$ cat config.mk
export PLATFORM = sky130hd
export DESIGN_NAME = evt_irq_ctrl
export DESIGN_NICKNAME = d
export VERILOG_FILES = /design/src/rtl/irqc_pkg.sv /design/src/rtl/irqc_regs.sv /design/src/rtl/irqc_pend.sv /design/src/rtl/irqc_prio.sv /design/src/rtl/evt_irq_ctrl.sv
export SDC_FILE = /design/constraint.sdc
export NUM_CORES = 1
export LEC_CHECK = 0
export ABC_CLOCK_PERIOD_IN_PS = 2400
export BUFFER_PORTS_ARGS = -buffer_cell sky130_fd_sc_hd__buf_2
export CORE_MARGIN = 1.5
export CORE_UTILIZATION = 48
export DETAILED_ROUTE_END_ITERATION = 6
export PLACE_DENSITY = 0.72
export SLEW_MARGIN = 15
export SYNTH_ARGS = -nofsm -noshare
export SYNTH_HDL_FRONTEND = slang
export SYNTH_SLANG_ARGS = --single-unit
$ cat constraint.sdc
create_clock -name clk -period 2.4 [get_ports clk]
set_clock_uncertainty 0.05 [all_clocks]
set_input_delay 0.24 -clock clk [delete_from_list [all_inputs] [get_ports clk]]
set_output_delay 0.24 -clock clk [all_outputs]
set_load 0.02 [all_outputs]
$ cat src/rtl/irqc_pkg.sv
package irqc_pkg;
   localparam int ADDR_W = 2;
   localparam logic [ADDR_W-1:0] A_BASE = 2'd0;
   localparam logic [ADDR_W-1:0] A_MASK = 2'd1;
   localparam logic [ADDR_W-1:0] A_PEND = 2'd2;
endpackage

$ cat src/rtl/irqc_regs.sv
module irqc_regs
   import irqc_pkg::*;
#(
   parameter int NSRC = 8,
   parameter int DW   = 8
) (
   input  logic              clk,
   input  logic              rst_n,
   input  logic              wr_i,
   input  logic [ADDR_W-1:0] addr_i,
   input  logic [DW-1:0]     wdata_i,
   input  logic [NSRC-1:0]   pend_i,
   output logic [DW-1:0]     rdata_o,
   output logic [DW-1:0]     base_o,
   output logic [NSRC-1:0]   mask_o,
   output logic [NSRC-1:0]   clr_o
);
   logic [DW-1:0]   base_q;
   logic [NSRC-1:0] mask_q;

   always_ff @(posedge clk or negedge rst_n) begin
      if (!rst_n) begin
         base_q <= '0;
         mask_q <= '0;
      end else if (wr_i) begin
         if (addr_i == A_BASE) base_q <= wdata_i;
         if (addr_i == A_MASK) mask_q <= wdata_i[NSRC-1:0];
      end
   end

   always_comb begin
      clr_o = '0;
      if (wr_i && addr_i == A_PEND) clr_o = wdata_i[NSRC-1:0];
   end

   always_comb begin
      rdata_o = '0;
      unique case (addr_i)
         A_BASE:  rdata_o = base_q;
         A_MASK:  rdata_o[NSRC-1:0] = mask_q;
         A_PEND:  rdata_o[NSRC-1:0] = pend_i;
         default: rdata_o = '0;
      endcase
   end

   assign base_o = base_q;
   assign mask_o = mask_q;
endmodule

$ cat src/rtl/irqc_pend.sv
module irqc_pend #(
   parameter int NSRC = 8
) (
   input  logic            clk,
   input  logic            rst_n,
   input  logic [NSRC-1:0] evt_i,
   input  logic [NSRC-1:0] clr_i,
   output logic [NSRC-1:0] pend_o
);
   for (genvar g = 0; g < NSRC; g++) begin : g_bit
      logic hit_q;
      always_ff @(posedge clk or negedge rst_n) begin
         if (!rst_n)        hit_q <= 1'b0;
         else if (evt_i[g]) hit_q <= 1'b1;
         else if (clr_i[g]) hit_q <= 1'b0;
      end
      assign pend_o[g] = hit_q;

      // an event always lands, even against a clear
      p_evt_sets_r2: assert property (@(posedge clk) disable iff (!rst_n)
         evt_i[g] |=> pend_o[g]);
      p_sticky_r2: assert property (@(posedge clk) disable iff (!rst_n)
         (pend_o[g] && !clr_i[g]) |=> pend_o[g]);
      p_clear_r3: assert property (@(posedge clk) disable iff (!rst_n)
         (clr_i[g] && !evt_i[g]) |=> !pend_o[g]);
   end
endmodule

$ cat src/rtl/irqc_prio.sv
module irqc_prio #(
   parameter int NSRC      = 8,
   parameter bit HIGH_WINS = 1'b1,
   localparam int IW       = (NSRC > 1) ? $clog2(NSRC) : 1
) (
   input  logic [NSRC-1:0] req_i,
   output logic            found_o,
   output logic [IW-1:0]   idx_o
);
   assign found_o = |req_i;

   if (HIGH_WINS) begin : g_high
      always_comb begin
         idx_o = '0;
         for (int i = 0; i < NSRC; i++)
            if (req_i[i]) idx_o = IW'(i);
      end
   end else begin : g_low
      always_comb begin
         idx_o = '0;
         for (int i = NSRC - 1; i >= 0; i--)
            if (req_i[i]) idx_o = IW'(i);
      end
   end
endmodule

$ cat src/rtl/evt_irq_ctrl.sv
module evt_irq_ctrl
   import irqc_pkg::*;
#(
   parameter int NSRC      = 8,
   parameter int DW        = 8,
   parameter bit HIGH_WINS = 1'b1
) (
   input  logic              clk,
   input  logic              rst_n,
   input  logic              reg_wr_i,
   input  logic [ADDR_W-1:0] reg_addr_i,
   input  logic [DW-1:0]     reg_wdata_i,
   output logic [DW-1:0]     reg_rdata_o,
   input  logic [NSRC-1:0]   evt_i,
   output logic              irq_o,
   input  logic              cpu_ack_i,
   output logic [DW-1:0]     vector_o
);
   localparam int IW = (NSRC > 1) ? $clog2(NSRC) : 1;

   if (DW < NSRC) begin : g_chk_dw
      $error("DW must hold one bit per source");
   end
   if (NSRC < 1) begin : g_chk_n
      $error("NSRC must be at least 1");
   end

   logic [DW-1:0]   base;
   logic [NSRC-1:0] mask, clr, pend, live;
   logic            found;
   logic [IW-1:0]   idx;
   logic [DW-1:0]   vec_q;

   irqc_regs #(.NSRC(NSRC), .DW(DW)) regs_i (
      .clk(clk), .rst_n(rst_n), .wr_i(reg_wr_i), .addr_i(reg_addr_i),
      .wdata_i(reg_wdata_i), .pend_i(pend), .rdata_o(reg_rdata_o),
      .base_o(base), .mask_o(mask), .clr_o(clr));

   irqc_pend #(.NSRC(NSRC)) pend_i (
      .clk(clk), .rst_n(rst_n), .evt_i(evt_i), .clr_i(clr), .pend_o(pend));

   assign live = pend & mask;

   irqc_prio #(.NSRC(NSRC), .HIGH_WINS(HIGH_WINS)) prio_i (
      .req_i(live), .found_o(found), .idx_o(idx));

   always_ff @(posedge clk or negedge rst_n) begin
      if (!rst_n)                  vec_q <= '0;
      else if (cpu_ack_i && found) vec_q <= base + DW'(idx);
   end

   assign irq_o    = found;
   assign vector_o = vec_q;

   // a request only appears after an event or a register write
   p_irq_cause_r5: assert property (@(posedge clk) disable iff (!rst_n)
      $rose(irq_o) |-> $past((|evt_i) || reg_wr_i));
   // vector only moves on an acknowledge
   p_vec_hold_r8: assert property (@(posedge clk) disable iff (!rst_n)
      !cpu_ack_i |=> $stable(vector_o));
   // acknowledge without request keeps the vector
   p_vec_noreq_r8: assert property (@(posedge clk) disable iff (!rst_n)
      (cpu_ack_i && !irq_o) |=> $stable(vector_o));
endmodule

==> metrics.yaml, run 1 <==
timing:
  rsz0062_at_grt: "yes"
  tightestPinTransition_ns: 0.705
  setup_viol: 1
  max_slew_margin_pct: 53.0
  period_minus_slack_ns: 2.43
  max_freq_mhz: 412
  hold_viol: 0
  fin_crit_sh_pct: 101
  setup_ws_ns: -0.0282
  drv_slew: 0
  whs_ns: 0.0209
cts:
  clockBufferDepth: 2
  cts_buffers: 5
  cts_root_buf: "clkbuf_4"
  tritoncts: "yes"
  clkTransAtPathRegs_ns: 0.10
  htree_levels: 2
  clock-sinks: 32
  clkLatencyLatePin_ns: 0.34
synthesis:
  syn_inst: 141
  synth_area_mm2: 0.00170
  ys_seq_area_share_pct: 47.2
  synth_top_area_share_pct: 47.2
  syn-num-nets: 167
  synth.distinct_cells: 30
  synthTopCellsByArea: "dfrtp_1 47%, mux2_2 11%, mux2_4 6.2%"
  syn_avg_cell_area_um2: 12.0
  ys_ff_latch: 32
  yosysWarnings: 0
  synth_top_area_cell: "dfrtp_1"
layout:
  num_antenna_cells: 0
  num-fill-cells: 292
  final_cell_mix: "38 x buf_2, 32 x dfrtp_1, 24 x nand2_1, 16 x mux2_2"
  fin_nets: 218
  layoutNonFillerInstCount: 238
  layout.area.seq_um2: 801
  fin_area_mm2: 0.00209
  layout_commonest_cell: "buf_2"
  drive_above_1_share_pct: 47.4
  syn2layout_area_growth_pct: 23.5
  multi_input_area_um2: 900
global_routing:
  grt_pass1_vias: 1214
  grt-ovfl-total: 0
  track_usage_pct: 19.5
  grt_antenna_before_repair: 0
  grt_pass1_wl_um: 5780
  grt_max_degree: 33
setup_path:
  end_kind: "flip-flop"
  critPathMaxStageDelay_ns: 0.38
  worstSetupPathType: "reg -> reg"
  cpLargestDelayFamily: "compound AO/OA/AOI/OAI gates"
  cp_max_fo: 2
  r2r_cells: 10
  required_ns: 2.57
  critPathArrivalTime_ns: 2.60
  worst-path-buf-inv: 0
  r2r-start: "regs_i.mask_o[2]"
  rrSetupSlack_ns: -0.03
  cp.depth: 10
  reg2reg_to: "vector_o[6]"
  crit_slowest_cell: "dfrtp_1"
  setup.worst_path.end: "vector_o[6]"
  path_cells: "nand2_1, a32o_1, a22o_1, a22o_1, ha_2, fa_2, a21oi_2, nor3b_2, xor2_1, mux2_4"
  cpMostUsedCell: "a22o_1"
  start_kind: "flip-flop"
  crit_path_start: "regs_i.mask_o[2]"
die:
  initial_core_util_pct: 50.4
  dieArea_mm2: 0.00390
  placementRows: 21
  die_w_um: 62.4
  die_h_um: 62.4
  ios: 39
  core_mm2: 0.00336
power:
  pwr-share-clk_pct: 19.5
  seqPwrFrac_pct: 42.6
  finalPower_mw: 1.77
  comb_power_share_pct: 38.0
  p_per_area_mw_per_mm2: 847
  vdd_drop_max_uv: 438
  internal_power_mw: 1.16
  switching_share_pct: 34.7
  p_sw_uw: 615
  leakage_nw: 0.969
placement:
  gp_congestion: 0.796
  placed_area_mm2: 0.00198
  dp_cells: 229
  port_buffers: 38
  hpwl_um: 2670
worst_hold_path:
  holdPathStages: 2
  hold_path.class: "in -> reg"
drt:
  vias_per_cell: 5.30
  vias: 1262
  wl_per_cell_um: 15.2
  drt_pass1_iterations: 4
  wl_um: 3620
  drt_iter0_markers: 44
  ant_nets: 0
  drc: 0
status:
  violations: "setup timing"
  outcome: "finished, violations left"
run:
  max_cap_violations: 0
-- worst register-to-register path, cell delays in order (launching register included) --
cell,delay [ns]
dfrtp_1,0.38
nand2_1,0.06
a32o_1,0.24
a22o_1,0.19
a22o_1,0.20
ha_2,0.18
fa_2,0.35
a21oi_2,0.18
nor3b_2,0.07
xor2_1,0.15
mux2_4,0.27
-- power groups by stage --
stage / clock (mW) / sequential [mW] / combinational (mW)
after floorplan: 0 / 0.823 / 0.372
after global placement: 0 / 0.758 / 0.629
after detailed placement: 0 / 0.766 / 0.642
after CTS: 0.353 / 0.756 / 0.646
after global routing: 0.383 / 0.773 / 0.726
final: 0.345 / 0.756 / 0.674
-- metal layers --
metal	vias to the layer above	GRT usage, %	wire length, µm
li1	601	-	-
met1	618	25.3	1650
met2	37	30.6	1750
met3	6	5.77	173
met4	0	8.06	47
met5	-	0	0
-- registers in the layout, indices dropped and copies added (netlist names) --
name,cells
pend_i.g_bit.hit_q,8
regs_i.base_o,8
regs_i.mask_o,8
vector_o,8
-- kinds of logic after synthesis --
kind of cell | Yosys count | share of synthesized area (%)
and+or+nand+nor | 36 | 11.1
DFF | 32 | 47.2
adders and majority gates | 4 | 3.40
AOI/OAI and AO/OA | 26 | 11.2
xor gates and xnor gates | 6 | 3.10
muxes | 32 | 22.1
buffers and inverters | 5 | 1.77
-- cells in the mapped netlist (all sizes together) --
master  count
mux2i       9
inv         1
nor2        2
mux2       23
ha          3
xnor2       1
nand4       1
nor3        1
and2        1
a21o        8
buf         4
xor2        5
nand2      25
nor3b       2
a22o        2
nand3b      1
nor2b       2
o21ai       9
dfrtp      32
a32o        1
a211oi      1
fa          1
a21oi       1
nor4        1
a22oi       4
-- worst min path at each step --
| stage | slack (ns) | to | start |
|---|---|---|---|
| final | 0.02 | pend_i.g_bit[1].hit_q | evt_i[1] |
| after global placement | 0.28 | vector_o[0] | rst_n |
| after CTS | 0.01 | pend_i.g_bit[2].hit_q | evt_i[2] |
| after global routing | 0.01 | pend_i.g_bit[4].hit_q | evt_i[4] |
| after floorplan | -0.11 | pend_i.g_bit[0].hit_q | rst_n |
| after detailed placement | 0.28 | vector_o[2] | rst_n |
-- metrics by stage --
stage	setup TNS [ns]	worst slack [ns]	util, %
after CTS	-0.0111	-0.0111	61.3
after global placement	0	0.0513	59.0
after global routing	-0.157	-0.107	62.3
after floorplan	0	0.0453	-
after detailed placement	-0.0227	-0.0227	59.0
final	-0.0282	-0.0282	62.3
-- what timing repair did --
| action | 4_1_cts | 5_1_grt |
|---|---|---|
| hold buffers | 1 | 0 |
| buffers inserted | 0 | 1 |
| hold endpoints to repair | 32 | 0 |
| gates resized for setup | 1 | 6 |
| endpoints found under the setup margin | 1 | 4 |
| pin swaps | 0 | 1 |
-- layout make-up --
type                    instances  share of cell area, %
multi-input cells             104                   43.0
flip-flops and latches         32                   38.2
inverters                       1                  0.179
well taps                      46                   2.75
repair buffers                 48                   12.8
clock buffers                   7                   3.11
(Power assumes the default switching activity.)
==> run 2, diff against run 1 <==
==> constraint.sdc (replaced) <==
create_clock -name clk -period 2.4 [get_ports clk]
set_clock_uncertainty 0.05 [all_clocks]
set_input_delay 0.12 -clock clk [delete_from_list [all_inputs] [get_ports clk]]
set_output_delay 0.12 -clock clk [all_outputs]
set_load 0.02 [all_outputs]
==> run 2 against run 1 <==
The flow now finishes without violations. Utilization grew 5.3 points. First-iteration DRC count down 52%. Sequential power about the same. Die area unchanged. Non-clock buffer count up 18.
==> metrics.yaml, run 2 (same netlist as run 1, synthesis figures left out) <==
status:
  outcome: "complete, no violations"  # was finished, violations left
layout:
  final_cell_mix: "38 x buf_2, 32 x dfrtp_1, 24 x nand2_1, 19 x dlygate4sd3_1, 16 x mux2_2"  # was 38 x buf_2, 32 x dfrtp_1, 24 x nand2_1, 16 x mux2_2
  drive_above_1_share_pct: 43.6  # was 47.4%
  layout_commonest_cell: "buf_2"  # unchanged
  num-fill-cells: 278  # was 292
  fin_nets: 236  # was 218
  fin_area_mm2: 0.00227  # was 0.00209 mm²
  multi_input_area_um2: 901  # was 900 µm²
  num_antenna_cells: 0  # unchanged
  layoutNonFillerInstCount: 257  # was 238
  layout.area.seq_um2: 801  # unchanged
  syn2layout_area_growth_pct: 34.0  # was 23.5%
drt:
  drc: 0  # unchanged
  ant_nets: 0  # unchanged
  wl_um: 3720  # was 3620 µm
  drt_iter0_markers: 21  # was 44
  drt_pass1_iterations: 4  # unchanged
  vias_per_cell: 5.23  # was 5.30
  vias: 1345  # was 1262
  wl_per_cell_um: 14.5  # was 15.2 µm
cts:
  clkLatencyLatePin_ns: 0.35  # was 0.34 ns
  htree_levels: 2  # unchanged
  clockBufferDepth: 2  # unchanged
  clock-sinks: 32  # unchanged
  cts_root_buf: "clkbuf_4"  # unchanged
  cts_buffers: 5  # unchanged
  clkTransAtPathRegs_ns: 0.11  # was 0.10 ns
  tritoncts: "yes"  # unchanged
die:
  core_mm2: 0.00336  # unchanged
  initial_core_util_pct: 50.4  # unchanged
  ios: 39  # unchanged
  dieArea_mm2: 0.00390  # unchanged
  die_w_um: 62.4  # unchanged
  die_h_um: 62.4  # unchanged
  placementRows: 21  # unchanged
placement:
  pre_cts_ws_ns: 0.00239  # was -0.0227 ns
  dp_cells: 229  # unchanged
  gp_congestion: 0.800  # was 0.796
  hpwl_um: 2570  # was 2670 µm
  port_buffers: 38  # unchanged
  placed_area_mm2: 0.00198  # unchanged
global_routing:
  grt_antenna_before_repair: 0  # unchanged
  grt-ovfl-total: 0  # unchanged
  grt_pass1_vias: 1317  # was 1214
  track_usage_pct: 20.0  # was 19.5%
  grt_max_degree: 33  # unchanged
  grt_pass1_wl_um: 6040  # was 5780 µm
timing:
  setup_ws_ns: 0.0437  # was -0.0282 ns
  drv_slew: 0  # unchanged
  fin_crit_sh_pct: 98.2  # was 101%
  rsz0062_at_grt: "yes"  # unchanged
  setup_tns_ns: 0  # was -0.0282 ns
  hold_viol: 0  # unchanged
  max_freq_mhz: 424  # was 412 MHz
  setup_viol: 0  # was 1
  period_minus_slack_ns: 2.36  # was 2.43 ns
  tightestPinTransition_ns: 0.717  # was 0.705 ns
  max_slew_margin_pct: 52.2  # was 53.0%
setup_path:
  cp_max_fo: 2  # unchanged
  start_kind: "flip-flop"  # unchanged
  worstSetupPathType: "reg -> reg"  # unchanged
  rrSetupSlack_ns: 0.04  # was -0.03 ns
  r2r_cells: 9  # was 10
  end_kind: "flip-flop"  # unchanged
  critPathArrivalTime_ns: 2.54  # was 2.60 ns
  required_ns: 2.58  # was 2.57 ns
power:
  finalPower_mw: 1.78  # was 1.77 mW
  p_per_area_mw_per_mm2: 784  # was 847 mW/mm²
  vdd_drop_max_uv: 396  # was 438 µV
  leakage_nw: 1.04  # was 0.969 nW
worst_hold_path:
  hold_path.class: "in -> reg"  # unchanged
  holdPathStages: 3  # was 2
run:
  max_cap_violations: 0  # unchanged
run 2: metal layers:
layer / GRT usage, % / up-vias / share of wire [%]
li1: - / 642 / -
met1: 25.2 / 649 / 45
met2: 31.6 / 46 / 47
met3: 6.67 / 8 / 5.3
met4: 8.61 / 0 / 2.0
met5: 0 / - / 0
run 2: worst paths after layout:
path                                  startpoint                    end
setup / recovery           pend_i.g_bit[1].hit_q            vector_o[6]
hold / removal                         cpu_ack_i            vector_o[4]
setup reg to reg           pend_i.g_bit[1].hit_q            vector_o[6]
hold reg to reg                      vector_o[7]            vector_o[7]
max in group asynchronous                  rst_n       regs_i.base_o[7]
min in group asynchronous                  rst_n  pend_i.g_bit[0].hit_q
run 2: stage by stage:
stage	hold WS (ns)	utilization, %
4_1_cts	0.0928	66.7
2_1_floorplan	-0.226	-
5_1_grt	0.0974	67.6
6_report	0.0986	67.6
3_5_place_dp	0.159	59.0
3_3_place_gp	0.157	59.0
run 2: worst max-delay path: stages, from the launching register on:
cell,delay (ns)
dfrtp_1,0.40
a32o_1,0.27
a22o_1,0.17
a22o_1,0.18
ha_2,0.18
fa_2,0.35
a21oi_2,0.17
nor3b_2,0.07
xor2_1,0.14
mux2_4,0.27
run 2: report_power, final:
part	switching (mW)	leakage [nW]	internal, mW	total (mW)
clock	0.196	0.0380	0.139	0.335
combinational	0.339	0.646	0.351	0.691
sequential	0.0998	0.356	0.656	0.756
run 2: area by class of cell:
cell class	count	area share, %
multi-input cells	104	39.6
flip-flops and latches	32	35.2
repair buffers	66	19.7
well taps	46	2.53
clock buffers	6	2.26
clock inverters	2	0.441
inverters	1	0.165
run 2: repair_timing:
item,in CTS,in global routing
buffers inserted,0,1
endpoints found under the setup margin,3,5
endpoints found under the hold margin,56,0
gates resized for setup,2,5
pin swaps,6,3
hold buffers,19,0
